===== config.mk =====
export PLATFORM = sky130hd
export DESIGN_NAME = msi_irq_bridge
export DESIGN_NICKNAME = d
export VERILOG_FILES = /design/src/rtl/msi_irq_bridge.sv
export SDC_FILE = /design/constraint.sdc
export NUM_CORES = 1
export LEC_CHECK = 0
export ABC_CLOCK_PERIOD_IN_PS = 3950
export BUFFER_PORTS_ARGS = -buffer_cell sky130_fd_sc_hd__buf_2
export CORE_ASPECT_RATIO = 0.6
export CORE_MARGIN = 1
export CORE_UTILIZATION = 49
export CTS_BUF_LIST = sky130_fd_sc_hd__clkbuf_16
export DETAILED_ROUTE_END_ITERATION = 7
export PLACE_DENSITY_LB_ADDON = 0.3
export SYNTH_ARGS = -nofsm -noshare
export SYNTH_HDL_FRONTEND = slang
export SYNTH_SLANG_ARGS = --single-unit

===== constraint.sdc =====
create_clock -name clk -period 3.95 [get_ports clk]
set_input_delay 0.5925 -clock clk [delete_from_list [all_inputs] [get_ports clk]]
set_output_delay 0.5925 -clock clk [all_outputs]
set_load 0.03 [all_outputs]

===== src/rtl/msi_irq_bridge.sv =====
module msi_irq_bridge #(
  parameter int unsigned BASE_IRQ  = 0,
  parameter int unsigned NUM_LINES = 64
) (
  input  logic                 clk,
  input  logic                 rst_n,
  input  logic                 req_valid,
  input  logic                 req_write,
  input  logic [11:0]          req_addr,
  input  logic [31:0]          req_wdata,
  input  logic [2:0]           req_size,
  output logic                 rsp_valid,
  output logic [31:0]          rsp_rdata,
  output logic [NUM_LINES-1:0] irq_pulse
);

  localparam int unsigned FIRST_ID = BASE_IRQ + 32;
  localparam int unsigned END_ID   = FIRST_ID + NUM_LINES;
  localparam int unsigned IDXW     = (NUM_LINES > 1) ? $clog2(NUM_LINES) : 1;
  localparam logic [31:0] TYPE_WORD  = (32'(FIRST_ID) << 16) | 32'(NUM_LINES);
  localparam logic [31:0] IDENT_WORD = 32'h51 << 20;
  localparam logic [11:0] ADDR_TYPE  = 12'h008;
  localparam logic [11:0] ADDR_DOOR  = 12'h040;
  localparam logic [11:0] ADDR_IDENT = 12'hFCC;

  initial begin
    assert_cfg_legal_R11: assert (NUM_LINES >= 1 && NUM_LINES <= 128 && END_ID <= 1020)
      else $error("msi_irq_bridge: illegal BASE_IRQ/NUM_LINES combination");
  end

  wire       rd_req = req_valid & ~req_write;
  wire       wr_req = req_valid & req_write;
  wire [9:0] msg_id = req_wdata[9:0];
  wire       unused_hi = ^req_wdata[31:10];

  wire wr_size_ok  = (req_size == 3'd2) || (req_size == 3'd4);
  wire id_in_range = (32'(msg_id) >= FIRST_ID) && (32'(msg_id) < END_ID);
  wire [IDXW-1:0] line_idx = IDXW'(msg_id - 10'(FIRST_ID));
  wire ring = wr_req & wr_size_ok & (req_addr == ADDR_DOOR) & id_in_range;

  logic [31:0] rd_word;
  always_comb begin
    rd_word = '0;
    if (req_size == 3'd4) begin
      case (req_addr)
        ADDR_TYPE:  rd_word = TYPE_WORD;
        ADDR_IDENT: rd_word = IDENT_WORD;
        default:    rd_word = '0;
      endcase
    end
  end

  always_ff @(posedge clk) begin
    if (!rst_n) begin
      rsp_valid <= 1'b0;
      rsp_rdata <= '0;
      irq_pulse <= '0;
    end else begin
      rsp_valid <= rd_req;
      rsp_rdata <= rd_req ? rd_word : '0;
      irq_pulse <= ring ? (NUM_LINES'(1) << line_idx) : '0;
    end
  end

  assert_pulse_onehot_R9: assert property (@(posedge clk) disable iff (!rst_n)
    $onehot0(irq_pulse));

  assert_rsp_follows_read_R5: assert property (@(posedge clk) disable iff (!rst_n)
    rd_req |=> rsp_valid);

  assert_rsp_only_after_read_R5: assert property (@(posedge clk) disable iff (!rst_n)
    rsp_valid |-> $past(rd_req));

  assert_badsize_read_zero_R4: assert property (@(posedge clk) disable iff (!rst_n)
    (rsp_valid && $past(req_size) != 3'd4) |-> (rsp_rdata == 32'd0));

  assert_pulse_needs_doorbell_R8: assert property (@(posedge clk) disable iff (!rst_n)
    (|irq_pulse) |-> $past(wr_req && req_addr == ADDR_DOOR && req_size != 3'd1 && req_size != 3'd3));

  assert_first_line_R6: assert property (@(posedge clk) disable iff (!rst_n)
    (wr_req && req_addr == ADDR_DOOR && req_size == 3'd4 && msg_id == 10'(FIRST_ID)) |=> irq_pulse[0]);

endmodule


Yosys cells after proc, flatten, opt, wreduce, memory -nomap -nowiden. Index checks and enable logic that the tools add are counted. Widths: inputs -> output; s select.

Mux-type cells: 1. Add/sub/neg operators: 1. Shift operators: 1. Order comparisons: 2. Reduce and logical (&&, ||, !) cells: 4. Eq/ne operators: 5. Bitwise gates (word level): 6.

Operator list (count): $shl 1x6->64 const A (1); $pmux 27 s2 (1); $eq 12x12->1 const B (1); $eq 12x4->1 const B (1); $eq 12x7->1 const B (1); $ge 10x6->1 const B (1); $lt 10x7->1 const B (1); $sub 6x6->6 const B (1); $and 1x1->1 (5); $eq 3x2->1 const B (1); $eq 3x3->1 const B (1); $reduce_and 3->1 (1); $reduce_and 2->1 (1); $logic_and 1x1->1 (1); $logic_or 1x1->1 (1); $not 1->1 (1).

Word-level logic and storage cells: 23. Output and inout port bits: 97. Register bits after elaboration: 97. Bits of input ports: 51.

Logic depth before layout (Yosys ltp). Gate-level depths: netlist of run 1.

Word-level depth: 6. Mapped depth: 5. Mapped depth without buffers: 3.

Least setup slack after synthesis of run 1. No wires, ideal clock.

Path type: input -> register. Start: input req_size[0]. End: register irq_pulse[0]. Slack: 1.958 ns. Required time: 3.861 ns. Arrival time: 1.903 ns. Cell stages on the path: 5. Library setup time: 0.089 ns. Path buffers: 2. Cells stage by stage: or4_1 or3_1 buf_6 buf_6 nor4_2.

Word-level cells in the longest chain between the ends: 6. Elaborated cells on any way between the ends: 7. Those cells by class: eq/ne (2); bitwise (3); reduce/logical (2).

RTL lines: start, declared (RTL line 11) `input logic [2:0] req_size,`; $eq 3x2->1 / $eq 3x3->1 (equally long branches) (RTL line 36) `wire wr_size_ok = (req_size == 3'd2) || (req_size == 3'd4);`; $logic_or 1x1->1 (*) (RTL line 36); $and 1x1->1 (*) (3 in a row) (RTL line 39) `wire ring = wr_req & wr_size_ok & (req_addr == ADDR_DOOR) & id_in_range;`; $reduce_and 2->1 (no source line) (*); end signal, assigned (RTL line 61) `irq_pulse <= ring ? (NUM_LINES'(1) << line_idx) : '0;`; end, declared (RTL line 14) `output logic [NUM_LINES-1:0] irq_pulse`.

Every way passes the cells marked *; elsewhere a longest branch is shown, timed or not. A chain may end at the register's enable or synchronous reset.

Worst setup path after layout of run 1.
Start: input req_size[0]. End: register irq_pulse[14].

Same word-level chain as after synthesis.

==> results of run 1 <==
power by group through the flow:
| stage | combinational (mW) | sequential (mW) | clock [mW] |
|---|---|---|---|
| detailed placement | 0.0938 | 0.691 | 0 |
| floorplan | 0.0882 | 0.692 | 0 |
| global placement | 0.0920 | 0.691 | 0 |
| CTS | 0.0940 | 0.677 | 0.695 |
| global route | 0.103 | 0.676 | 0.727 |
| finish | 0.0951 | 0.677 | 0.688 |
metrics by stage:
stage          utilization  std cells
2_1_floorplan            -        321
3_3_place_gp         0.574        441
3_5_place_dp         0.574        441
4_1_cts              0.620        457
5_1_grt              0.620        457
6_report             0.620        457
layout make-up:
class | count | area (sq um) | share of cell area
Timing Repair Buffer | 101 | 513 | 0.146
Sequential cell | 67 | 1340 | 0.383
Clock inverter | 7 | 36.3 | 0.0104
Tap cell | 80 | 100 | 0.0286
Clock buffer | 9 | 225 | 0.0643
Multi-Input combinational cell | 193 | 1290 | 0.367
placed cells by master, fill, tap and decap left out, drive strengths merged:
| cell type | n |
|---|---|
| and2 | 1 |
| and4 | 1 |
| and4b | 4 |
| buf | 101 |
| clkbuf | 9 |
| clkinv | 4 |
| clkinvlp | 2 |
| conb | 27 |
| dfxtp | 67 |
| inv | 1 |
| nand2 | 66 |
| nand3 | 3 |
| nand4 | 1 |
| nand4b | 1 |
| nor2 | 4 |
| nor2b | 2 |
| nor4 | 68 |
| nor4b | 5 |
| nor4bb | 6 |
| or3 | 1 |
| or4 | 1 |
| xor2 | 2 |
routing by layer:
metal / part of all wire / global-route usage / wire length, microns
met1: 0.48 / 0.299 / 3070
met2: 0.43 / 0.303 / 2740
met3: 0.084 / 0.0783 / 540
met4: 0.015 / 0.0973 / 94
met5: 0 / 0 / 0
how the worst max path moves through the flow:
stage	from	to	slack [ns]	cells after the start
final	req_size[0]	irq_pulse[14]$_SDFF_PN0_	1.39	5
after CTS	req_size[0]	irq_pulse[14]$_SDFF_PN0_	1.40	5
after floorplan	req_size[0]	irq_pulse[0]$_SDFF_PN0_	1.96	5
after detailed placement	req_size[0]	irq_pulse[5]$_SDFF_PN0_	1.10	5
after global routing	req_size[0]	irq_pulse[14]$_SDFF_PN0_	1.31	5
after global placement	req_size[0]	irq_pulse[9]$_SDFF_PN0_	1.11	5
cell families after synthesis:
logic type | share of synthesized area
and+or+nand+nor | 0.398
DFF | 0.463
buffers and inverters | 0.132
xor gates and xnor gates | 0.00605
other | 0.00129
registers in the layout (all words and copies together) (netlist names):
signal	flops
irq_pulse	64
rsp_rdata	2
rsp_valid	1
worst max-delay path: stages:
cell	delay, ns
buf_2	0.09
or4_1	0.49
or3_2	0.84
buf_4	0.41
nor4_1	0.31
==> metrics.yaml, run 1 <==
rsz0062_at_grt: "no"
clkSinkCount: 67
cts_hold_buf: 0
final_area_sq_um: 3500
critical_path_required_ns: 4.16
worst_slack_ns: 1.39
drv_cap: 0
drc: 0
ir_drop_mv: 0.212
yosysWarnings: 0
finalPower_mw: 1.46
place_ws_ns: 1.10
wl_microns: 6440
whs_endpoint: "rsp_valid$_SDFF_PN0_"
slew_violations: 0
root_buffer: "clkbuf_16"
holdCritStartpoint: "req_write"
dpl_cell_area_sq_um: 3240
syn_area_sq_um: 2900
hold_viol: 0
core_sq_um: 5650
wire_per_inst_microns: 14.1
die_h_microns: 61.6
cts_resized: 0
clock_path_buffers: 2
p_leak_nw: 1.37
grt_util_all_layers: 0.217
die_area_sq_um: 6240
synthArstFlopShare: 0
power_density_nw_per_um2: 417
die_x_microns: 101
ys_top_cells_by_area: "dfxtp_1, nor4_2, nand2_1"
holdWs_ns: 0.448
drtIter0Drc: 100
syn_inst: 295
timing.final.crit_share: 0.647
pin_count: 148
hp-class: "in -> reg"
yosysTopAreaCell: "dfxtp_1"
cp_max_fo: 44
cts_buffers: 9
cts_tree: "done"
worst_slew_pin_slew_ns: 1.16
p_clk_frac: 0.471
combPwrFrac: 0.065
netlist_top_cells_count: "dfxtp_1, nand2_1, nor4_2"
cp.arrival_ns: 2.76
diodes: 0
gp_congestion: 0.766
ys_seq_area_frac: 0.463
relSlewSlack: 0.227
row_count: 21
holdPathStages: 2
synth_most_common_cell: "dfxtp_1"
final_antenna_net_count: 0
grt_remaining_overflow: 0
grt_max_degree: 65
port-buffer-count: 98
num-fill-cells: 499
vias_per_cell: 5.03
clkTransAtPathRegs_ns: 0.05
antenna_found_initial: 0
synth.avg_cell_area_sq_um: 9.82
tns_ns: 0
final_layout_size_suffix_gt1_frac: 0.414
netSwitchingPower_mw: 0.348
swShare: 0.239
ys_ff_latch: 67
h-tree-depth: 3
cp-end-kind: "flip-flop"
grt_pass1_vias: 1980
cp-start-kind: "primary input"
start_util: 0.513
path_class: "in -> reg"
post_cts_buffers: 0
drt_pass1_iterations: 4
p_seq_frac: 0.464
area_delta_synth_final_pct: 20.9
vias: 2299
report.final.setup_viol: 0
synth_edf_count: 0
timing.fmax_mhz: 391
ys_types: 23
yosysTopAreaCellShare: 0.463
layout.nets: 423
grt_pass1_wl_microns: 9820
ys.flop_type: "dfxtp_1"
intPower_mw: 1.11
dpl.hpwl_microns: 4360
finalCriticalPeriod_ns: 2.56
status: "finished, final reports clean"
No activity file was read; power rests on OpenSTA's default activity.
==> inputs of run 2 (changes only) <==
ABC_CLOCK_PERIOD_IN_PS = 2320   (was 3950)
CORE_UTILIZATION = 41   (was 49)
clock period = 2.32 ns   (was 3.95 ns; I/O delays follow)
==> run 2 against run 1 <==
Against the previous run:
- largest cell class unchanged
- sequential share of layout area decreased by 1.9 points
- final cell count increased by 4.8%
- largest power group unchanged
- clock-buffer cell count unchanged
- highest routed layer unchanged
==> metrics.yaml, run 2 (synthesis results as in run 1) <==
status: "finished, final reports clean"
port-buffer-count: 98
wl_met3_microns: 655
p_leak_nw: 1.49
antenna_found_initial: 0
pin_count: 148
ir_drop_mv: 0.314
worst_slack_ns: 0.542
core_sq_um: 6760
row_count: 23
reg.largest.list: "irq_pulse: 64 flops, rsp_rdata: 2 flops, rsp_valid: 1 flops"
die_area_sq_um: 7420
root_buffer: "clkbuf_16"
cp_max_fo: 36
finalCriticalPeriod_ns: 1.78
hp-class: "in -> reg"
dr_wl_met2_microns: 2830
drt_pass1_iterations: 4
worst_slew_pin_slew_ns: 0.822
final_antenna_net_count: 0
finalPower_mw: 2.58
clock_path_buffers: 2
wl_microns: 6600
slowest_delay_ns: 0.54
diodes: 0
timing.fmax_mhz: 563
clkSinkCount: 67
cts_tree: "done"
area_delta_synth_final_pct: 27.1
path_class: "in -> reg"
layout.nets: 439
grt_remaining_overflow: 0
die_x_microns: 111
grt_max_degree: 65
cp.arrival_ns: 1.99
drv_cap: 0
relSlewSlack: 0.444
post_cts_buffers: 0
gp_congestion: 0.772
final_area_sq_um: 3680
die_h_microns: 67.1
cts_buffers: 9
critical_path_required_ns: 2.53
dpl_cell_area_sq_um: 3410
rsz0062_at_grt: "no"
grt_pass1_wl_microns: 10300
top_register: "irq_pulse"
dpl.hpwl_microns: 4660
grt_pass1_vias: 2031
highest_layer: "met4"
power_density_nw_per_um2: 700
tns_ns: 0
holdWs_ns: 0.204
wl_met1_microns: 3100
final_layout_size_suffix_gt1_frac: 0.434
slew_violations: 0
start_util: 0.428
timing.final.crit_share: 0.766
vias_per_cell: 4.95
slowest_stage: "or3_2"
report.final.setup_viol: 0
cts_resized: 0
place_ws_ns: 0.211
mostFrequentLayoutCell: "buf_2"
hold_viol: 0
clkTransAtPathRegs_ns: 0.05
h-tree-depth: 3
cts_hold_buf: 0
wire_per_inst_microns: 13.8
final_cell_mix: "buf_2, dfxtp_1, nand2_1"
cp-end-kind: "flip-flop"
largest_reg_flops: 64
vias: 2373
grt_util_all_layers: 0.184
crit_chain: "buf_2 > or4_1 > or3_2 > buf_12 > nor4_1"
cp-start-kind: "primary input"
drc: 0
drtIter0Drc: 121
## run 2: path summary, 6_finish.rpt
path,cells past startpoint,startpoint,end
hold / removal,2,req_write,rsp_valid$_SDFF_PN0_
setup / recovery,5,req_size[0],irq_pulse[24]$_SDFF_PN0_
## run 2: cell type report
cell class | count | area [sq um]
clock buffers | 9 | 225
clock inverters | 6 | 50.0
fillers | 630 | 3080
multi-input cells | 193 | 1290
flip-flops and latches | 67 | 1340
well taps | 87 | 109
repair buffers | 117 | 671
## run 2: routing by layer
layer | up-vias | global-route usage
met5 | - | 0
met4 | 0 | 0.0617
met3 | 2 | 0.0892
met2 | 102 | 0.262
met1 | 1096 | 0.243
li1 | 1173 | -
## run 2: critical path: cells and delay by family
family                 cells  cell delay (ns)
and+or+nand+nor            3             1.31
buffers and inverters      2             0.31
## run 2: power breakdown
part           total [mW]  internal (mW)  switching, mW
sequential           1.15           1.15       0.000197
combinational       0.175         0.0450          0.130
clock                1.25          0.806          0.442
total                2.58           2.00          0.572
## run 2: metrics by stage
| stage | cells | util |
|---|---|---|
| final | 479 | 0.544 |
| after global routing | 479 | 0.544 |
| after CTS | 479 | 0.544 |
| after detailed placement | 464 | 0.504 |
| after global placement | 464 | 0.504 |
| after floorplan | 321 | - |
